--- src/rtl/mac_tap_pkg.sv ---
// Package: shared types for the multiply-accumulate tap.
// Assumes: nothing beyond IEEE 1800-2017.
package mac_tap_pkg;

    // Output source select, as decoded from the feedthrough pin.
    typedef enum logic {
        OUT_REGISTERED = 1'b0,
        OUT_DIRECT     = 1'b1
    } out_src_e;

endpackage

--- src/rtl/mac_tap_inreg.sv ---
// Module: operand capture registers for A, B and C.
// Each register loads on a rising edge only when its own enable is high.
// Assumes: synchronous active-low reset clears every register to zero.
module mac_tap_inreg #(
    parameter int A_W = 12,
    parameter int B_W = 12,
    parameter int C_W = 26
) (
    input  logic                  clk,
    input  logic                  rst_n,
    input  logic                  en_a,
    input  logic                  en_b,
    input  logic                  en_c,
    input  logic signed [A_W-1:0] a_in,
    input  logic signed [B_W-1:0] b_in,
    input  logic signed [C_W-1:0] c_in,
    output logic signed [A_W-1:0] a_q,
    output logic signed [B_W-1:0] b_q,
    output logic signed [C_W-1:0] c_q
);

    // Capture the multiplicand when enabled.
    always_ff @(posedge clk) begin
        if (!rst_n)    a_q <= '0;
        else if (en_a) a_q <= a_in;
    end

    // Capture the multiplier when enabled.
    always_ff @(posedge clk) begin
        if (!rst_n)    b_q <= '0;
        else if (en_b) b_q <= b_in;
    end

    // Capture the addend when enabled.
    always_ff @(posedge clk) begin
        if (!rst_n)    c_q <= '0;
        else if (en_c) c_q <= c_in;
    end

    assert_hold_a_R2: assert property (@(posedge clk) disable iff (!rst_n)
        !en_a |=> $stable(a_q));
    assert_load_a_R2: assert property (@(posedge clk) disable iff (!rst_n)
        en_a |=> a_q == $past(a_in));
    assert_hold_b_R3: assert property (@(posedge clk) disable iff (!rst_n)
        !en_b |=> $stable(b_q));
    assert_hold_c_R4: assert property (@(posedge clk) disable iff (!rst_n)
        !en_c |=> $stable(c_q));

endmodule

--- src/rtl/mac_tap_mult.sv ---
// Module: signed multiplier with a product register loaded every edge.
// Assumes: operands are two's complement; the product width is the sum of
// the operand widths, so no product ever overflows.
module mac_tap_mult #(
    parameter int A_W = 12,
    parameter int B_W = 12,
    localparam int P_W = A_W + B_W
) (
    input  logic                  clk,
    input  logic                  rst_n,
    input  logic signed [A_W-1:0] a_q,
    input  logic signed [B_W-1:0] b_q,
    output logic signed [P_W-1:0] prod_q
);

    logic signed [P_W-1:0] a_ext;
    logic signed [P_W-1:0] b_ext;

    // Widen both operands to the product width before multiplying.
    always_comb begin
        a_ext = P_W'(a_q);
        b_ext = P_W'(b_q);
    end

    // Register the full-width product on every edge.
    always_ff @(posedge clk) begin
        if (!rst_n) prod_q <= '0;
        else        prod_q <= a_ext * b_ext;
    end

    // Product sign follows the operand signs when neither operand is zero.
    assert_prod_sign_R5: assert property (@(posedge clk) disable iff (!rst_n)
        (a_q != '0 && b_q != '0) |=> prod_q[P_W-1] == ($past(a_q[A_W-1]) ^ $past(b_q[B_W-1])));
    assert_prod_zero_R5: assert property (@(posedge clk) disable iff (!rst_n)
        (a_q == '0 || b_q == '0) |=> prod_q == '0);

endmodule

--- src/rtl/mac_tap_summer.sv ---
// Module: sign-extending adder, sum register and output select/gating.
// Assumes: the sum is at least as wide as the product; addition wraps.
module mac_tap_summer
    import mac_tap_pkg::*;
#(
    parameter int P_W = 24,
    parameter int S_W = 26
) (
    input  logic                  clk,
    input  logic                  rst_n,
    input  logic signed [P_W-1:0] prod_q,
    input  logic signed [S_W-1:0] c_q,
    input  logic                  feedthrough,
    input  logic                  out_off,
    output logic        [S_W-1:0] sum_out,
    output logic                  sum_valid
);

    logic signed [S_W-1:0] prod_ext;
    logic signed [S_W-1:0] sum_comb;
    logic signed [S_W-1:0] sum_q;
    out_src_e              src;

    // Sign-extend the product up to the sum width (or trim if equal).
    generate
        if (S_W > P_W) begin : g_sext
            assign prod_ext = {{(S_W-P_W){prod_q[P_W-1]}}, prod_q};
        end else begin : g_trim
            assign prod_ext = prod_q[S_W-1:0];
        end
    endgenerate

    // Wrapping add of the extended product and the addend.
    always_comb sum_comb = prod_ext + c_q;

    // Load the sum register on every edge.
    always_ff @(posedge clk) begin
        if (!rst_n) sum_q <= '0;
        else        sum_q <= sum_comb;
    end

    // Pick the output source and apply the output-off gate.
    always_comb begin
        src       = feedthrough ? OUT_DIRECT : OUT_REGISTERED;
        sum_valid = !out_off;
        if (out_off)                sum_out = '0;
        else if (src == OUT_DIRECT) sum_out = sum_comb;
        else                        sum_out = sum_q;
    end

    assert_off_zero_R9: assert property (@(posedge clk) disable iff (!rst_n)
        out_off |-> (sum_out == '0 && !sum_valid));
    assert_on_valid_R9: assert property (@(posedge clk) disable iff (!rst_n)
        !out_off |-> sum_valid);
    assert_reg_delay_R8: assert property (@(posedge clk) disable iff (!rst_n)
        (!out_off && !feedthrough && $past(rst_n)) |-> sum_out == $past(sum_comb));

endmodule

--- src/rtl/mac_tap.sv ---
// Module: top of one multiply-accumulate tap, computing A*B + C.
// Assumes: synchronous active-low reset; all data in two's complement.
module mac_tap #(
    parameter int A_W = 12,
    parameter int B_W = 12,
    parameter int S_W = 26,
    localparam int P_W = A_W + B_W
) (
    input  logic           clk,
    input  logic           rst_n,
    input  logic           en_a,
    input  logic           en_b,
    input  logic           en_c,
    input  logic [A_W-1:0] a_in,
    input  logic [B_W-1:0] b_in,
    input  logic [S_W-1:0] c_in,
    input  logic           feedthrough,
    input  logic           out_off,
    output logic [S_W-1:0] sum_out,
    output logic           sum_valid
);

    logic signed [A_W-1:0] a_q;
    logic signed [B_W-1:0] b_q;
    logic signed [S_W-1:0] c_q;
    logic signed [P_W-1:0] prod_q;

    mac_tap_inreg #(.A_W(A_W), .B_W(B_W), .C_W(S_W)) u_inreg (
        .clk(clk), .rst_n(rst_n),
        .en_a(en_a), .en_b(en_b), .en_c(en_c),
        .a_in(signed'(a_in)), .b_in(signed'(b_in)), .c_in(signed'(c_in)),
        .a_q(a_q), .b_q(b_q), .c_q(c_q)
    );

    mac_tap_mult #(.A_W(A_W), .B_W(B_W)) u_mult (
        .clk(clk), .rst_n(rst_n),
        .a_q(a_q), .b_q(b_q), .prod_q(prod_q)
    );

    mac_tap_summer #(.P_W(P_W), .S_W(S_W)) u_summer (
        .clk(clk), .rst_n(rst_n),
        .prod_q(prod_q), .c_q(c_q),
        .feedthrough(feedthrough), .out_off(out_off),
        .sum_out(sum_out), .sum_valid(sum_valid)
    );

    // A reset edge leaves a zero output on the direct path.
    assert_reset_zero_R1: assert property (@(posedge clk)
        (!rst_n && $past(!rst_n)) |-> (out_off || !feedthrough || sum_out == '0));

endmodule

--- config.mk ---
export PLATFORM = sky130hd
export DESIGN_NAME = mac_tap
export DESIGN_NICKNAME = d
export VERILOG_FILES = /design/src/rtl/mac_tap_pkg.sv /design/src/rtl/mac_tap_inreg.sv /design/src/rtl/mac_tap_mult.sv /design/src/rtl/mac_tap_summer.sv /design/src/rtl/mac_tap.sv
export SDC_FILE = /design/constraint.sdc
export NUM_CORES = 1
export LEC_CHECK = 0
export ABC_AREA = 1
export BUFFER_PORTS_ARGS = -buffer_cell sky130_fd_sc_hd__buf_2
export CAP_MARGIN = 20
export CORE_MARGIN = 3
export CORE_UTILIZATION = 35
export CTS_CLUSTER_DIAMETER = 80
export DETAILED_ROUTE_END_ITERATION = 10
export PLACE_DENSITY = 0.56
export SLEW_MARGIN = 15
export SYNTH_ARGS = -nofsm -noshare
export SYNTH_HDL_FRONTEND = slang
export SYNTH_SLANG_ARGS = --single-unit
export TNS_END_PERCENT = 20
--- constraint.sdc ---
create_clock -name clk -period 6.1 [get_ports clk]
set_clock_uncertainty 0.15 [all_clocks]
set_input_delay 0.305 -clock clk [delete_from_list [all_inputs] [get_ports clk]]
set_output_delay 0.305 -clock clk [all_outputs]
set_load 0.01 [all_outputs]
==> run metrics, run 1 <==
status complete, no violations; Pre-antenna DRT Iters 5; Crit path largest cell delay 0.70 ns; fmax 182 MHz; Post-Synth XOR/XNOR Area 0.0166; fraction of registers with async set or reset after synthesis 0; Setup Buffers After CTS 0; clock slew at reported path FFs 0.08 ns; post-CTS sizing 0; final core utilization 0.392; grt total ovfl 0; VDD IR max 0.142 mV; worst-margin pin slew roughly 0.85 ns; post-synthesis net count 1863; Post-DP HPWL 23.2 mm; pwr/cell area 232 nW/µm²; Post-DRT Antenna Nets 0; startpoint types register; area delta synth->final 9.28%; Ys Warns 0; row count 64; Critical Path RT 6.20 ns; Clock H-tree levels 3; Setup CP Type reg2reg; post-synthesis simple-gate area fraction 0.247; 1st-iter DRT viols 518; mux contribution to synthesized area 0; antenna violations before repair 0; Post-Synth Adder-Cell Area 0.338; GPL Wtd Cong 0.856; CP Cell Sequence nand2_1, fa_1, inv_1, fa_1, inv_1, fa_1, inv_1, fa_1, inv_1, fa_1, inv_1, ha_1, nand2_1, nor3_1, nand4_1, nand3_1, nand2_1, nand2_1, nor2_1; RSZ-0062 raised after global routing no; #FFs+latches synth 100; Cell Area, Synth around 11000 µm²; first-pass GRT wire length 47.6 mm; clock period minus worst slack 5.48 ns; part of the cycle the worst path needs 0.899; Register Area 2000 µm²; Worst slew margin 0.432; Avg Synthesized Cell Area 6.95 µm²; clock root cell clkbuf_16; commonest non-fill, non-tap cell in the layout nand2_1; setup tns final 0 ns; Worst EP arrival 5.58 ns; Starting Density 0.359; critical path's slowest cell dfxtp_1; # fillers ~3.3k; drt drc 0; Synth Area in Compound Gates 0.0737; Layout Nets 1909; sequential-to-total area share from yosys stat 0.181; area occupied by multi-input gates 7460 µm²; CTS buffer count 9; largest family of logic cells by synthesized area adder cells; Die Wd 184 µm; commonest cells after routing, fill and taps aside nand2_1, inv_1, nor2_1; Longest Clk Path Bufs 2; Leak 6.83 nW; Finish-stage setup viols 0; die area 33800 µm²; clock latency on the worst-skew pair 0.36 ns; distinct cell type count after synthesis 34; Max Cap Violations 0; critical path endpoint category register; WL final 28.2 mm; Die Y ~180 µm; Sink Count 100; Slew Viols, Final 0; vias per cell 4.67; WP buf/inv 5; largest net degree at the start of global routing 74; All-Layer GR Usage 0.176; IO Count between 80 and 90; EDFF count, synth 0; I/O Buffers slightly above 80; Main synth FF type dfxtp_1; layout cells sized above 1 0.0798; placed cell area 11800 µm²; CTS tree yes; wire per inst 13.8 µm; CP max FO 13; CP delay by family, top adder cells; vias in the first global route 9479; Hold Vio Cnt, Final 0; Worst Hold Class in2reg; Vias 9515; core area 30800 µm²; design area 12100 µm²; Cells after Synth roughly 1.6k; ant diodes 0
-- power breakdown --
group / internal (mW) / switching [mW] / leakage (nW)
clock network: 0.284 / 0.283 / 0.136
logic: 0.502 / 0.892 / 5.86
registers: 0.763 / 0.0842 / 0.829
-- cells in the mapped netlist (all sizes together), types with 7 or more instances --
master,n,area share
clkbuf,49,0.017
dfxtp,100,0.18
nand4,17,0.0096
inv,372,0.13
fa,139,0.25
xor2,10,0.0079
o211ai,7,0.0048
xnor2,11,0.0087
nor2,209,0.073
a21oi,62,0.028
nand3,58,0.027
o21ai,76,0.034
ha,76,0.086
nand2,377,0.13
-- cell families (layout without fill, tap and decap cells) --
family,count (synthesis),count (layout)
adder cells (fa/ha/maj),215,215
AO/OA/AOI/OAI,154,154
AND/OR/NAND/NOR,675,675
buffers and inverters,426,477
XOR/XNOR,21,21
flip-flops,100,100
-- cell type report --
type,count,share of cell area
clock buffers,11,0.0193
inverters,374,0.116
multi-input cells,1065,0.617
well taps,396,0.0410
flip-flops and latches,100,0.166
repair buffers,87,0.0373
clock inverters,5,0.00352
-- repair_timing --
action	CTS	global route
hold buffers	2	0
hold endpoints to repair	2	0
endpoints found under the setup margin	0	0
-- worst min-delay path: cells and delay by family --
kind          cells  cell delay, ns
buf+inv           1            0.08
simple gates      2            0.11
-- stage by stage --
step	total power, mW	hold WS (ns)	worst slack [ns]	instances
floorplan	1.88	0.290	1.18	1591
global placement	2.25	0.326	0.783	2020
detailed placement	2.26	0.333	0.670	2020
CTS	2.84	0.000199	0.619	2038
global route	3.10	0.00999	0.276	2038
finish	2.81	0.0124	0.618	2038
-- sequential cells by signal (all words and copies together) (netlist names) --
register and cells:
u_inreg.c_q 26, u_inreg.a_q 12, u_summer.sum_q 26, u_inreg.b_q 12, u_mult.prod_q 24
-- layer usage --
| metal | part of all wire | vias to the layer above | wire [µm] | global-route usage |
|---|---|---|---|---|
| li1 | - | 4822 | - | - |
| met5 | 0 | - | 0 | 0 |
| met2 | 0.48 | 190 | 13600 | 0.307 |
| met3 | 0.037 | 18 | 1050 | 0.0224 |
| met1 | 0.47 | 4485 | 13100 | 0.235 |
| met4 | 0.012 | 0 | 346 | 0.0369 |
-- final timing paths --
| path | cells past startpoint | to | slack (ns) | from |
|---|---|---|---|---|
| worst min register to register | 2 | u_inreg.c_q[9] | 0.35 | u_inreg.c_q[9] |
| worst min-delay path | 3 | u_inreg.a_q[9] | 0.01 | a_in[9] |
| worst max-delay path | 19 | u_mult.prod_q[22] | 0.62 | u_inreg.b_q[3] |
| worst max register to register | 19 | u_mult.prod_q[22] | 0.62 | u_inreg.b_q[3] |
Power figures use the tool's default switching activity.
==> run 2, diff against run 1 <==
--- a/config.mk
+++ b/config.mk
@@ -6,13 +6,13 @@
 export NUM_CORES = 1
 export LEC_CHECK = 0
 export ABC_AREA = 1
-export BUFFER_PORTS_ARGS = -buffer_cell sky130_fd_sc_hd__buf_2
 export CAP_MARGIN = 20
 export CORE_MARGIN = 3
 export CORE_UTILIZATION = 35
 export CTS_CLUSTER_DIAMETER = 80
 export DETAILED_ROUTE_END_ITERATION = 10
-export PLACE_DENSITY = 0.56
+export DONT_BUFFER_PORTS = 1
+export PLACE_DENSITY = 0.54
 export SLEW_MARGIN = 15
 export SYNTH_ARGS = -nofsm -noshare
 export SYNTH_HDL_FRONTEND = slang
==> run 2 against run 1 <==
  * Utilization rose by 1.5 points
  * Flip-flop and latch count did not move
  * Hold slack got worse by 0.0081 ns
  * Clock-buffer cell count fell by 1
  * Critical path depth did not move
  * Design area rose by 3.8%
  * Cell count did not move
  * Fmax rose by 2.8%
==> run metrics, run 2 (synthesis gave the netlist of run 1 again) <==
pwr/cell area 228 nW/µm² (-1.8%); Worst Hold Class in2reg; Critical Path RT 6.22 ns (+0.02 ns); status complete, no violations; 1st-iter DRT viols 495 (-4.4%); first-pass GRT wire length 49.8 mm (+4.5%); Hold Vio Cnt, Final 0 (unchanged); Clock H-tree levels 3 (unchanged); largest net degree at the start of global routing 73 (-1.4%); Layout Nets 1909 (unchanged); antenna violations before repair 0 (unchanged); Worst slew margin 0.491 (+0.0595); clock root cell clkbuf_16; Die Y 184 µm (unchanged); core area 30800 µm² (unchanged); area delta synth->final 13.4%; drt drc 0 (unchanged); Starting Density 0.359 (unchanged); wire per inst 14.4 µm (+4.1%); commonest cells after routing, fill and taps aside nand2_1, inv_1, nor2_1; Die Wd 184 µm (unchanged); clock latency on the worst-skew pair 0.37 ns (about the same); ant diodes 0 (unchanged); row count 64 (unchanged); die area 33800 µm² (unchanged); CP endpoint u_mult.prod_q[22]; Leak 6.90 nW (+0.99%); Post-DP HPWL 23.1 mm (-0.52%); RSZ-0062 raised after global routing no; clock period minus worst slack 5.33 ns (-0.148 ns); I/O Buffers 0 (-100%); Vias 9590 (+0.79%); startpoint types register; Sink Count 100 (unchanged); Setup CP Type reg2reg; part of the cycle the worst path needs 0.874 (-0.0243); R2R Path End u_mult.prod_q[22]; CP max FO 13 (unchanged); VDD IR max 0.144 mV (+1.7%); critical path endpoint category register; WL final 29.3 mm (+4.1%); layout cells sized above 1 0.0298 (-0.0499); CTS tree yes; fmax 187 MHz (+2.8%); Post-DRT Antenna Nets 0 (unchanged); Pre-antenna DRT Iters 5 (unchanged); CTS buffer count 9 (unchanged); Critical R2R Launch u_inreg.a_q[11]; worst-margin pin slew 0.758 ns (-0.0939 ns); Min Hold Slack 0.00424 ns (-0.00815 ns); vias per cell 4.71 (+0.79%); Longest Clk Path Bufs 2 (unchanged); All-Layer GR Usage 0.185 (+0.00919); setup tns final 0 ns (unchanged); IO Count 84 (unchanged); vias in the first global route 10.1k (+6.4%); clock slew at reported path FFs 0.07 ns (about the same); grt total ovfl 0 (unchanged); Max Cap Violations 0 (unchanged); Worst EP arrival 5.45 ns (-0.13 ns); R2R setup slack 0.77 ns (+0.15 ns); GPL Wtd Cong 0.869 (+1.6%); Slew Viols, Final 0 (unchanged); cells on worst reg2reg path 19 (unchanged); largest registers u_inreg.c_q: 26 flops, u_summer.sum_q: 26 flops, u_mult.prod_q: 24 flops; commonest non-fill, non-tap cell in the layout nand2_1; Finish-stage setup viols 0 (unchanged); CP startpoint u_inreg.a_q[11]
-- run 2: final cells by class --
cell class | count | area (µm²)
tap | 396 | 495
timing repair buffer | 87 | 886
multi-input combinational | 1065 | 7460
clock buffer | 10 | 229
clock inverter | 6 | 71.3
inverter | 374 | 1400
sequential | 100 | 2000
fill | 3205 | 18300
-- run 2: stage by stage --
step / utilization / setup WS (ns) / std cells / cell area (µm²) / total power [mW]
6_report: 0.407 / 0.766 / 2038 / 12500 / 2.86
5_1_grt: 0.407 / 0.311 / 2038 / 12500 / 3.15
4_1_cts: 0.407 / 0.740 / 2038 / 12500 / 2.89
3_5_place_dp: 0.369 / 0.779 / 1936 / 11400 / 2.21
3_3_place_gp: 0.369 / 0.878 / 1936 / 11400 / 2.21
2_1_floorplan: - / 1.18 / 1591 / 11100 / 1.88
-- run 2: critical path, cell delays in order (launching register included) --
cell     delay, ns
dfxtp_1       0.61
nand2_1       0.22
fa_1          0.63
inv_1         0.13
fa_1          0.68
inv_1         0.09
fa_1          0.48
inv_1         0.05
fa_1          0.47
inv_1         0.05
fa_1          0.47
inv_1         0.04
ha_1          0.36
nand2_1       0.12
nor3_1        0.27
nand4_1       0.14
nand3_1       0.13
nand2_1       0.06
nand2_1       0.05
nor2_1        0.04
-- run 2: report_power, final --
part           switching, mW  leakage, nW  internal, mW
Clock                  0.288        0.145         0.323
Sequential            0.0813        0.829         0.763
Combinational          0.890         5.92         0.516
Total                   1.26         6.90          1.60
-- run 2: worst min path at each step --
stage	start	endpoint	slack, ns	depth (start not counted)
final	b_in[0]	u_inreg.b_q[0]	0.004	2
after global routing	b_in[0]	u_inreg.b_q[0]	0.02	2
after CTS	b_in[0]	u_inreg.b_q[0]	0.0007	2
after detailed placement	rst_n	u_mult.prod_q[2]	0.26	2
after global placement	rst_n	u_mult.prod_q[4]	0.28	2
after floorplan	c_in[1]	u_inreg.c_q[1]	0.29	2
-- run 2: metal layers --
layer  vias to the layer above  track usage  routed length, µm
li1                       4812            -                  -
met1                      4532        0.234              13100
met2                       198        0.322              14100
met3                        48       0.0277               1180
met4                         0       0.0641                924
met5                         -            0                  0
-- run 2: repair_timing --
item | in CTS | in global routing
gates resized for setup | 0 | 0
hold endpoints to repair | 72 | 0
setup buffers | 0 | 0
hold buffers | 86 | 0
==> run 3, diff against run 2 <==
--- a/config.mk
+++ b/config.mk
@@ -16,5 +16,6 @@
 export SLEW_MARGIN = 15
 export SYNTH_ARGS = -nofsm -noshare
 export SYNTH_HDL_FRONTEND = slang
+export SYNTH_HIERARCHICAL = 1
 export SYNTH_SLANG_ARGS = --single-unit
 export TNS_END_PERCENT = 20
==> run 3 against run 2 <==
  * Flip-flop and latch count unchanged
  * Wire length decreased by 3.6%
  * Fmax decreased by 0.46%
  * Critical path depth increased by 2
  * First-iteration DRC count decreased by 18%
  * Critical endpoint is now u_mult/prod_q[23]
==> run metrics, run 3 <==
largest registers u_inreg/c_q: 26 flops, u_summer/sum_q: 26 flops, u_mult/prod_q: 24 flops; Setup Buffers After CTS 0 (unchanged); Starting Density 0.357 (-0.00188); post-synthesis net count 1999 (+7.3%); ant diodes 0 (unchanged); critical path endpoint category register; Cells after Synth 1727 (+8.5%); # fillers 3503 (+9.3%); layout cells sized above 1 0.0448 (+0.0150); wire per inst 12.9 µm (-10%); Die Y 188 µm (+2.5%); CTS tree yes; Worst slew margin 0.471 (-0.0206); part of the cycle the worst path needs 0.879 (+0.00407); Vias 9771 (+1.9%); hold path cells 3 (+1); clock root cell clkbuf_16; Longest Clk Path Bufs 2 (unchanged); fraction of registers with async set or reset after synthesis 0 (unchanged); VDD IR max 0.143 mV (-1.2%); Psw 1.33 mW (+5.5%); CP max FO 13 (unchanged); Post-DRT Antenna Nets 0 (unchanged); Finish-stage setup viols 0 (unchanged); Layout Nets 2009 (+5.2%); Sw Share 0.451 (+0.0109); #FFs+latches synth 100 (unchanged); Setup CP Type reg2reg; clock latency on the worst-skew pair 0.36 ns (about the same); most area-consuming cells after synthesis fa_1, dfxtp_1, nand2_1; startpoint types register; CTS buffer count 9 (unchanged); antenna violations before repair 0 (unchanged); area delta synth->final 9.46%; row count 66 (+3.1%); WL final 28.2 mm (-3.6%); top cell type by total area after synthesis fa_1; Pwr Total 2.95 mW (+3.0%); Pre-antenna DRT Iters 5 (unchanged); status complete, no violations; 1st-iter DRT viols 407 (-18%); P_int 1.62 mW (+0.96%); pwr/cell area 231 nW/µm² (+1.4%); grt total ovfl 0 (unchanged); clock slew at reported path FFs 0.09 ns (+0.02 ns); core area 32600 µm² (+5.8%); placed cell area 11900 µm² (+5.0%); fmax 187 MHz (-0.46%); count leader, synth nand2_1; vias in the first global route 10.1k (+0.11%); IO Count 84 (unchanged); Leak 7.39 nW (+7.1%); Post-synth top cells nand2_1, inv_1, nor2_1, fa_1, dfxtp_1; Critical Path RT 6.25 ns (+0.03 ns); Clock power frac 0.212 (-0.002); sequential-to-total area share from yosys stat 0.172 (-0.00903); first-pass GRT wire length 48.7 mm (-2.3%); Ys Warns 6 (+6); worst-margin pin slew 0.791 ns (+0.0329 ns); Worst EP arrival 5.51 ns (+0.06 ns); part of the power in registers 0.286 (-0.009); vias per cell 4.48 (-4.9%); distinct cell type count after synthesis 36 (+5.9%); Worst Hold Class in2reg; Cell Area, Synth 11600 µm² (+5.2%); All-Layer GR Usage 0.168 (-0.0167); Hold Vio Cnt, Final 0 (unchanged); final core utilization 0.391 (-0.0163); Avg Synthesized Cell Area 6.74 µm² (-3.0%); post-synth top area share 0.239 (-0.0125); commonest cells after routing, fill and taps aside nand2_1, inv_1, nor2_1; Min Hold Slack 0.000826 ns (-0.00341 ns); I/O Buffers 0 (unchanged); Die Wd 188 µm (+2.5%); Sink Count 100 (unchanged); Post-DP HPWL 22.4 mm (-2.8%); GPL Wtd Cong 0.868 (-0.18%); Clock H-tree levels 3 (unchanged); Slew Viols, Final 0 (unchanged); Main synth FF type dfxtp_1; Max Cap Violations 0 (unchanged); commonest non-fill, non-tap cell in the layout nand2_1; largest net degree at the start of global routing 71 (-2.7%); cells on worst reg2reg path 21 (+2); design area 12700 µm² (+1.6%); RSZ-0062 raised after global routing no; drt drc 0 (unchanged); EDFF count, synth 0 (unchanged); setup tns final 0 ns (unchanged); Comb power frac 0.502 (+0.011); clock period minus worst slack 5.36 ns (+0.0248 ns); die area 35500 µm² (+5.1%)
-- run 3: cells by family after synthesis --
logic type	Yosys count	synth area share
adders and majority gates	215	0.321
xor gates and xnor gates	19	0.0143
AOI/OAI and AO/OA	77	0.0373
and+or+nand+nor	834	0.292
buffers and inverters	482	0.164
DFF	100	0.172
-- run 3: cell type report --
| class | instances | area [µm²] | area share |
|---|---|---|---|
| sequential | 100 | 2000 | 0.157 |
| inverter | 429 | 1610 | 0.126 |
| tap | 442 | 553 | 0.0434 |
| clock inverter | 6 | 83.8 | 0.00658 |
| multi-input combinational | 1145 | 7730 | 0.607 |
| clock buffer | 9 | 225 | 0.0177 |
| timing repair buffer | 52 | 536 | 0.0420 |
-- run 3: path summary, 6_finish.rpt --
path / startpoint / endpoint / slack (ns)
worst max-delay path: u_inreg/a_q[11] / u_mult/prod_q[23] / 0.74
worst min-delay path: en_c / u_inreg/c_q[25] / 0.0008
worst max register to register: u_inreg/a_q[11] / u_mult/prod_q[23] / 0.74
worst min register to register: u_inreg/c_q[23] / u_inreg/c_q[23] / 0.33
-- run 3: what timing repair did --
action	CTS	global route
endpoints found under the hold margin	70	0
gates resized for setup	0	0
hold buffers	47	0
endpoints found under the setup margin	0	0
-- run 3: power by group through the flow --
stage / Combinational (mW) / Sequential (mW) / Clock (mW)
floorplan: 1.17 / 0.809 / 0
global placement: 1.43 / 0.858 / 0
detailed placement: 1.44 / 0.860 / 0
CTS: 1.50 / 0.844 / 0.654
global route: 1.72 / 0.858 / 0.681
finish: 1.48 / 0.842 / 0.626
-- run 3: metrics by stage --
stage,worst slack [ns],instances
2_1_floorplan,1.02,1727
3_5_place_dp,0.753,2121
3_3_place_gp,0.818,2121
5_1_grt,0.298,2183
4_1_cts,0.717,2183
6_report,0.741,2183
-- run 3: layer usage --
metal | global-route usage | share of wire
met5 | 0 | 0
met4 | 0.0312 | 0.013
met3 | 0.0192 | 0.028
met2 | 0.315 | 0.51
met1 | 0.210 | 0.45
-- run 3: worst max-delay path: stages (launching register included) --
cell and delay [ns]:
dfxtp_1 0.56, nand2_1 0.17, inv_1 0.14, fa_1 0.59
fa_1 0.71, inv_1 0.12, fa_1 0.54, inv_1 0.06
fa_1 0.53, inv_1 0.06, fa_1 0.53, inv_1 0.04
ha_1 0.37, nand2_1 0.10, nand2_1 0.06, nand3_1 0.06
nand2_1 0.05, nor2_1 0.12, nand3_1 0.12, nand2_1 0.08
nand2_1 0.04, nor2_1 0.10
